### src/rtl/bsr_pkg.sv
package bsr_pkg;
  typedef enum logic [1:0] {
    ST_IDLE = 2'd0,
    ST_PRE  = 2'd1,
    ST_XCVR = 2'd2,
    ST_MEM  = 2'd3
  } stage_t;

  // clocks needed to cover ns at a clock period of clk_ps picoseconds, at least 1
  function automatic int cycles_for(input int ns, input int clk_ps);
    int c;
    c = (ns * 1000 + clk_ps - 1) / clk_ps;
    return (c < 1) ? 1 : c;
  endfunction
endpackage

### src/rtl/bsr_timer.sv
module bsr_timer #(
  parameter int CW = 5
) (
  input  logic          clk,
  input  logic          rst,
  input  logic          clear,
  output logic [CW-1:0] count
);
  always_ff @(posedge clk) begin
    if (rst || clear) count <= '0;
    else              count <= count + 1'b1;
  end
endmodule

### src/rtl/bsr_fsm.sv
module bsr_fsm
  import bsr_pkg::*;
#(
  parameter int PRE_CYC  = 18,
  parameter int HAND_CYC = 18
) (
  input  logic   clk,
  input  logic   rst,
  input  logic   rd_sel,
  input  logic   cyc_end,
  output stage_t stage,
  output stage_t stage_nx
);
  localparam int MAXC = (PRE_CYC > HAND_CYC) ? PRE_CYC : HAND_CYC;
  localparam int CW   = $clog2(MAXC + 1);

  logic [CW-1:0] count;
  logic          clear;

  always_comb begin
    stage_nx = stage;
    unique case (stage)
      ST_IDLE: if (rd_sel && !cyc_end) stage_nx = ST_PRE;
      ST_PRE: begin
        if (cyc_end)                              stage_nx = ST_IDLE;
        else if (count == CW'(PRE_CYC - 1))       stage_nx = ST_XCVR;
      end
      ST_XCVR: begin
        if (cyc_end)                              stage_nx = ST_IDLE;
        else if (count == CW'(HAND_CYC - 1))      stage_nx = ST_MEM;
      end
      ST_MEM: if (cyc_end) stage_nx = ST_IDLE;
      default: stage_nx = ST_IDLE;
    endcase
  end

  assign clear = (stage_nx != stage) || (stage == ST_IDLE) || (stage == ST_MEM);

  bsr_timer #(.CW(CW)) u_timer (
    .clk   (clk),
    .rst   (rst),
    .clear (clear),
    .count (count)
  );

  always_ff @(posedge clk) begin
    if (rst) stage <= ST_IDLE;
    else     stage <= stage_nx;
  end

  // a read strobe inside a sequence never sends it back to the first stage
  p_no_restart_r9: assert property (@(posedge clk) disable iff (rst)
    (stage != ST_IDLE && !cyc_end) |=> (stage != ST_IDLE));

  // an early end never reaches the memory stage
  p_abort_idle_r7: assert property (@(posedge clk) disable iff (rst)
    ((stage == ST_PRE || stage == ST_XCVR) && cyc_end) |=> (stage == ST_IDLE));
endmodule

### src/rtl/bus_read_stager.sv
module bus_read_stager
  import bsr_pkg::*;
#(
  parameter int          W           = 8,
  parameter int          CLK_PS      = 4000,
  parameter int          PRE_NS      = 70,
  parameter int          HAND_NS     = 70,
  parameter logic [7:0]  PRE_PATTERN = 8'hAA
) (
  input  logic         clk,
  input  logic         rst,
  input  logic         rd_sel,
  input  logic         cyc_end,
  output logic         pre_oe,
  output logic [W-1:0] pre_data,
  output logic         xcvr_oe,
  output logic         mem_oe
);
  localparam int PRE_CYC  = cycles_for(PRE_NS, CLK_PS);
  localparam int HAND_CYC = cycles_for(HAND_NS, CLK_PS);

  stage_t stage, stage_nx;

  bsr_fsm #(.PRE_CYC(PRE_CYC), .HAND_CYC(HAND_CYC)) u_fsm (
    .clk      (clk),
    .rst      (rst),
    .rd_sel   (rd_sel),
    .cyc_end  (cyc_end),
    .stage    (stage),
    .stage_nx (stage_nx)
  );

  // outputs registered from the next stage so they line up with the stage flop
  always_ff @(posedge clk) begin
    if (rst) begin
      pre_oe   <= 1'b0;
      pre_data <= '0;
      xcvr_oe  <= 1'b0;
      mem_oe   <= 1'b0;
    end else begin
      pre_oe   <= (stage_nx == ST_PRE) || (stage_nx == ST_XCVR);
      pre_data <= ((stage_nx == ST_PRE) || (stage_nx == ST_XCVR)) ? W'(PRE_PATTERN) : '0;
      xcvr_oe  <= (stage_nx == ST_XCVR) || (stage_nx == ST_MEM);
      mem_oe   <= (stage_nx == ST_MEM);
    end
  end

  // own driver and memory never fight
  p_no_overlap_r5: assert property (@(posedge clk) disable iff (rst)
    !(pre_oe && mem_oe));

  // pattern is half ones whenever driven
  p_pattern_r2: assert property (@(posedge clk) disable iff (rst)
    pre_oe |-> ($countones(pre_data) == W / 2));

  // pre-drive starts alone, after a read strobe
  p_pre_first_r2: assert property (@(posedge clk) disable iff (rst)
    $rose(pre_oe) |-> (!xcvr_oe && !mem_oe && $past(rd_sel)));

  // transceiver only opens onto a driven pattern
  p_xcvr_after_pre_r3: assert property (@(posedge clk) disable iff (rst)
    $rose(xcvr_oe) |-> $past(pre_oe));

  // memory only opens behind an enabled transceiver, with the driver released
  p_mem_hand_r4: assert property (@(posedge clk) disable iff (rst)
    $rose(mem_oe) |-> ($past(xcvr_oe) && xcvr_oe && $fell(pre_oe)));

  // cycle end clears everything
  p_end_clears_r6: assert property (@(posedge clk) disable iff (rst)
    cyc_end |=> (!pre_oe && !xcvr_oe && !mem_oe));

  // no read strobe, nothing wakes up
  p_bypass_r8: assert property (@(posedge clk) disable iff (rst)
    (!rd_sel && !pre_oe && !xcvr_oe && !mem_oe) |=> (!pre_oe && !xcvr_oe && !mem_oe));
endmodule

### config.mk
export PLATFORM = sky130hd
export DESIGN_NAME = bus_read_stager
export DESIGN_NICKNAME = d
export VERILOG_FILES = /design/src/rtl/bsr_pkg.sv /design/src/rtl/bsr_timer.sv /design/src/rtl/bsr_fsm.sv /design/src/rtl/bus_read_stager.sv
export SDC_FILE = /design/constraint.sdc
export NUM_CORES = 1
export LEC_CHECK = 0
export BUFFER_PORTS_ARGS = -buffer_cell sky130_fd_sc_hd__buf_4
export CORE_AREA = 2 2 39 41
export CTS_CLUSTER_DIAMETER = 80
export DETAILED_ROUTE_END_ITERATION = 10
export DIE_AREA = 0 0 41 43
export MAX_ROUTING_LAYER = met4
export SYNTH_ARGS = -nofsm -noshare
export SYNTH_HDL_FRONTEND = slang
export SYNTH_HIERARCHICAL = 1
export SYNTH_SLANG_ARGS = --single-unit
### constraint.sdc
create_clock -name clk -period 1.9 [get_ports clk]
set_input_delay 0.38 -clock clk [delete_from_list [all_inputs] [get_ports clk]]
set_output_delay 0.38 -clock clk [all_outputs]
set_load 0.005 [all_outputs]
Yosys cells after proc, flatten, opt, wreduce, memory -nomap -nowiden

Index checks and enable logic that the tools add are counted.

$add $sub $neg: 1
Equal/unequal tests: 8
Multiplexer cells: 8
Reductions and logical operators: 8

Operators by type and width:

| kind                                           | count |
|---|---|
| 2-to-1 mux 2 bit                               | 6 |
| == test 2 bit (second input constant)          | 4 |
| 2-to-1 mux 8 bit                               | 1 |
| one-hot mux 2 bit (4 select lines)             | 1 |
| adder 5 x 1 -> 5 bit (second input constant)   | 1 |
| == test 5 bit (second input constant)          | 1 |
| logical OR 1 bit                               | 5 |
| == test 2 x 1 -> 1 bit (second input constant) | 2 |
| zero test 2 bit                                | 1 |
| != test 2 bit                                  | 1 |
| logical AND 1 bit                              | 1 |
| zero test 1 bit                                | 1 |

Bits in registers: 18
Bits of input ports: 4
Output and inout port bits: 11
Word-level logic and storage cells: 31

Depth between registers and ports, before layout

Depth in word-level cells: 8
Mapped depth: 6
Depth with buffers taken out: 6

By module

Netlist, hierarchy kept.

By module, submodules not included:

| module          | times used | cells an instance | area an instance (um2) | sequential area each (um2) |
|---|---|---|---|---|
| bsr_timer       | 1          | 18                | 200.2                  | 100.1 |
| bus_read_stager | 1          | 18                | 175.2                  | 60.1 |
| bsr_fsm         | 1          | 18                | 143.9                  | 40.0 |

Least setup slack after synthesis

No wires, ideal clock.

Path kind: register to register
Start point: register u_fsm.u_timer.count[0]
End point: register u_fsm.u_timer.count[4]
Setup time: 0.121 ns
Arrival: 1.545 ns
Required time: 1.779 ns
Slack: 0.234 ns
Stages on the path, launching flop included: 5
Path buffers: 0
Clock period less this slack: 1.666 ns
Path through: dfxtp_1 > or3b_1 > o21ai_0 > nor3b_1 > mux2_4

Longest elaborated chain between the ends: 8
Elaborated cells between the ends (all ways): 11
Those cells by class: add/sub: 1; eq/ne: 2; mux: 5; reduce/logical: 3

RTL lines:

| item                                 | RTL line                     | source |
|---|---|---|
| from (decl)                          | bsr_timer.sv:7               | `output logic [CW-1:0] count` |
| from (signal assigned)               | bsr_timer.sv:11              | `else count <= count + 1'b1;` |
| == test 5 bit *                      | bsr_fsm.sv:26, bsr_fsm.sv:30 |  |
| 2-to-1 mux 2 bit (on tied branches)  | bsr_fsm.sv:30, bsr_fsm.sv:26 |  |
| 2-to-1 mux 2 bit (on tied branches)  | bsr_fsm.sv:29, bsr_fsm.sv:25 |  |
| one-hot mux 2 bit (4 select lines) * | bsr_fsm.sv:22                | `unique case (stage)` |
| != test 2 bit *                      | bsr_fsm.sv:37                | `assign clear = (stage_nx != stage) \|\| (stage == ST_IDLE) \|\| (stage == ST_MEM);` |
| logical OR 1 bit * (2 in a row)      | bsr_fsm.sv:37                |  |
| via u_fsm.clear                      | bsr_fsm.sv:18                | `logic clear;` |
| logical OR 1 bit *                   | bsr_timer.sv:10              | `if (rst \|\| clear) count <= '0;` |

Mark *: on every way through the listed nets, which the timed path passes. The rest lies on a longest branch.
A chain may end at the register's enable or synchronous reset.

Final worst setup path

Start point: register u_fsm.u_timer.count[0]
End point: register xcvr_oe

Longest elaborated chain between the ends: 6
Elaborated cells between the ends (all ways): 9
Those cells by class: eq/ne: 3; mux: 5; reduce/logical: 1

RTL lines:

| item                                 | RTL line                     | source |
|---|---|---|
| == test 5 bit *                      | bsr_fsm.sv:26, bsr_fsm.sv:30 |  |
| 2-to-1 mux 2 bit (on tied branches)  | bsr_fsm.sv:30, bsr_fsm.sv:26 |  |
| 2-to-1 mux 2 bit (on tied branches)  | bsr_fsm.sv:29, bsr_fsm.sv:25 |  |
| one-hot mux 2 bit (4 select lines) * | bsr_fsm.sv:22                |  |
| via stage_nx[0]                      | bus_read_stager.sv:22        | `stage_t stage, stage_nx;` |
| == test 2 bit                        | bus_read_stager.sv:43        | `xcvr_oe <= (stage_nx == ST_XCVR) \|\| (stage_nx == ST_MEM);` |
| logical OR 1 bit *                   | bus_read_stager.sv:43        |  |
| to (signal assigned)                 | bus_read_stager.sv:43        |  |
| to (decl)                            | bus_read_stager.sv:16        | `output logic xcvr_oe,` |

Marks and branches as above.

==> flow_summary.yaml <==
timing:
  finalSetupTns_ns: 0
  skew_ns: 0.001089
  setup_ws_ns: 0.3572
  hold_viol_final: 0
  max_freq_mhz: 648.2
  finalSetupViolations: 0
  fin_hold_ws_ns: 0.3105
  period_share_pct: 81.20
  drv_slew: 0
  grt_setup_unrepaired: "no"
  min_period_ns: 1.543
finish:
  layout_common_cells: "buf_4 (11), dfxtp_1 (10), nor3_1 (5)"
  fill_cells: 141
  final_common_cell: "buf_4"
  seq_area_um2: 200.2
  diodes: 0
  finish.utilization_pct: 44.03
  area_growth_pct: 17.35
  multi_input_area_um2: 262.8
  drive_gt1_share_pct: 32.81
  fin_nets: 72
setup_path:
  worstSetupPathType: "reg -> reg"
  cp.arrival_ns: 1.70
  path_buf_inv: 0
  critPathRequiredTime_ns: 2.06
  endpoint_kind: "flip-flop"
  worstPathMaxFanout: 5
  path_cells: "or3b_1, o21ai_2, a31oi_1, ha_1, o21ba_2"
  cpPeakStageDelay_ns: 0.39
  critical_path.top_delay_family: "compound AO/OA/AOI/OAI gates"
  start_kind: "flip-flop"
  slowest_stage: "or3b_1"
clocking:
  cts.path.max_buffers: 2
  numCtsBuffers: 3
  cts_setup_buffers: 0
  cts_tree: "built"
  clk_latency_ns: 0.26
  clkSlewWorstSetupHoldPaths_ns: 0.06
  post_cts_resized: 0
  clockRootBuffer: "clkbuf_4"
  ctsHoldBuffers: 0
  clock-sinks: 10
  cts_htree_levels: 1
pwr:
  cellLeakagePower_nw: 0.2587
  ir_worst_vdd_v: 0.0002875
  power_w: 0.0004338
  power_density_nw_per_um2: 711.9
die:
  initial_core_util_pct: 37.52
  rows: 14
  io_pins: 15
  core_area_um2: 1384
  die_h_um: 43
  dieArea_um2: 1763
  fp.dieW_um: 41
synth:
  yosys_register_bits: 10
  netlist-cell-type-count: 24
  yosys_warnings: 6
  async_flop_share_pct: 0
  synth_area_um2: 519.2
  ys_seq_area_share_pct: 38.55
  synthFlopType: "dfxtp_1"
  synth_area_per_cell_um2: 9.616
  syn_inst: 54
  synth_edf_count: 0
flow_run:
  drv_cap: 0
place:
  place_congestion: 0.6975
  pre_cts_ws_ns: 0.3577
  io_buffers: 10
  dp_hpwl_um: 599.9
grt:
  antenna_found_initial: 0
  grt_overflow_total: 0
  grt_max_degree: 13
  grt_usage_pct: 11.56
  grt_pass1_vias: 335
  grt_first_pass_wirelength_mm: 1.269
outcome:
  status: "completed"
detailed_routing:
  dr.first_iter.drc_count: 1
  num_vias: 376
  viasPerCell: 4.700
  drt_pass1_iterations: 2
  routedWlPerCell_um: 9.513
  wl_um: 761
  drc: 0
  detail-route-antenna-nets: 0
worst_hold_path:
  holdCritPathClass: "in -> reg"
-- power by group --
part / switching [W] / total (W) / internal (W)
Combinational: 0.0000153 / 0.0000316 / 0.0000163
Clock: 0.0000709 / 0.000187 / 0.000116
Sequential: 0.00000301 / 0.000215 / 0.000212
-- cell usage after synthesis (all sizes together) (2+ instances only) --
cell type	number	area (um^2)
buf	8	60.06
dfxtp	10	200.2
ha	3	37.54
inv	2	7.510
mux2	2	26.27
nand3	2	10.01
nor2	4	15.01
nor3	5	25.02
nor3b	4	35.03
o21ai	2	13.76
xnor2	2	17.52
-- routing by layer --
metal  part of all wire [%]  up-vias  GRT usage [%]  wire length (um)
li1                       -      198              -                 -
met1                     43      164          11.69               326
met2                     46       12          16.25               352
met3                    8.3        2          3.141                63
met4                    2.5        0          12.00                19
met5                      0        -              -                 0
-- logic make-up after synthesis --
kind of cell	count (synthesis)	share of synthesized area, %
other cells	1	0.7222
mux	2	5.059
simple gates	20	22.89
flops	10	38.55
buf+inv	10	13.01
fa+ha+maj	3	7.230
compound gates	6	9.157
xor+xnor	2	3.374
-- path summary, 6_finish.rpt --
check	start	endpoint	slack, ns	depth (start not counted)
setup / recovery	u_fsm/u_timer/count[0]	xcvr_oe	0.36	5
hold reg to reg	u_fsm/u_timer/count[0]	u_fsm/u_timer/count[0]	0.49	1
setup reg to reg	u_fsm/u_timer/count[0]	xcvr_oe	0.36	5
hold / removal	cyc_end	u_fsm/stage[0]	0.31	2
-- sequential cells by signal, summed over array words and instances, names as in the netlist --
name	flops
mem_oe	1
pre_data	1
u_fsm/stage	2
u_fsm/u_timer/count	5
xcvr_oe	1
-- through the flow --
step	instance area, um^2	std cells
finish	609.3	80
global route	609.3	80
floorplan	530.5	57
detailed placement	573.1	76
CTS	609.3	80
global placement	573.1	76
-- final cells by class --
cell class                 instances  share of cell area, %
tap                               16                  3.285
multi-input combinational         37                  43.12
clock buffer                       4                  5.955
timing repair buffer              11                  13.55
sequential                        10                  32.85
inverter                           2                  1.232
No activity file was read; power rests on OpenSTA's default activity.
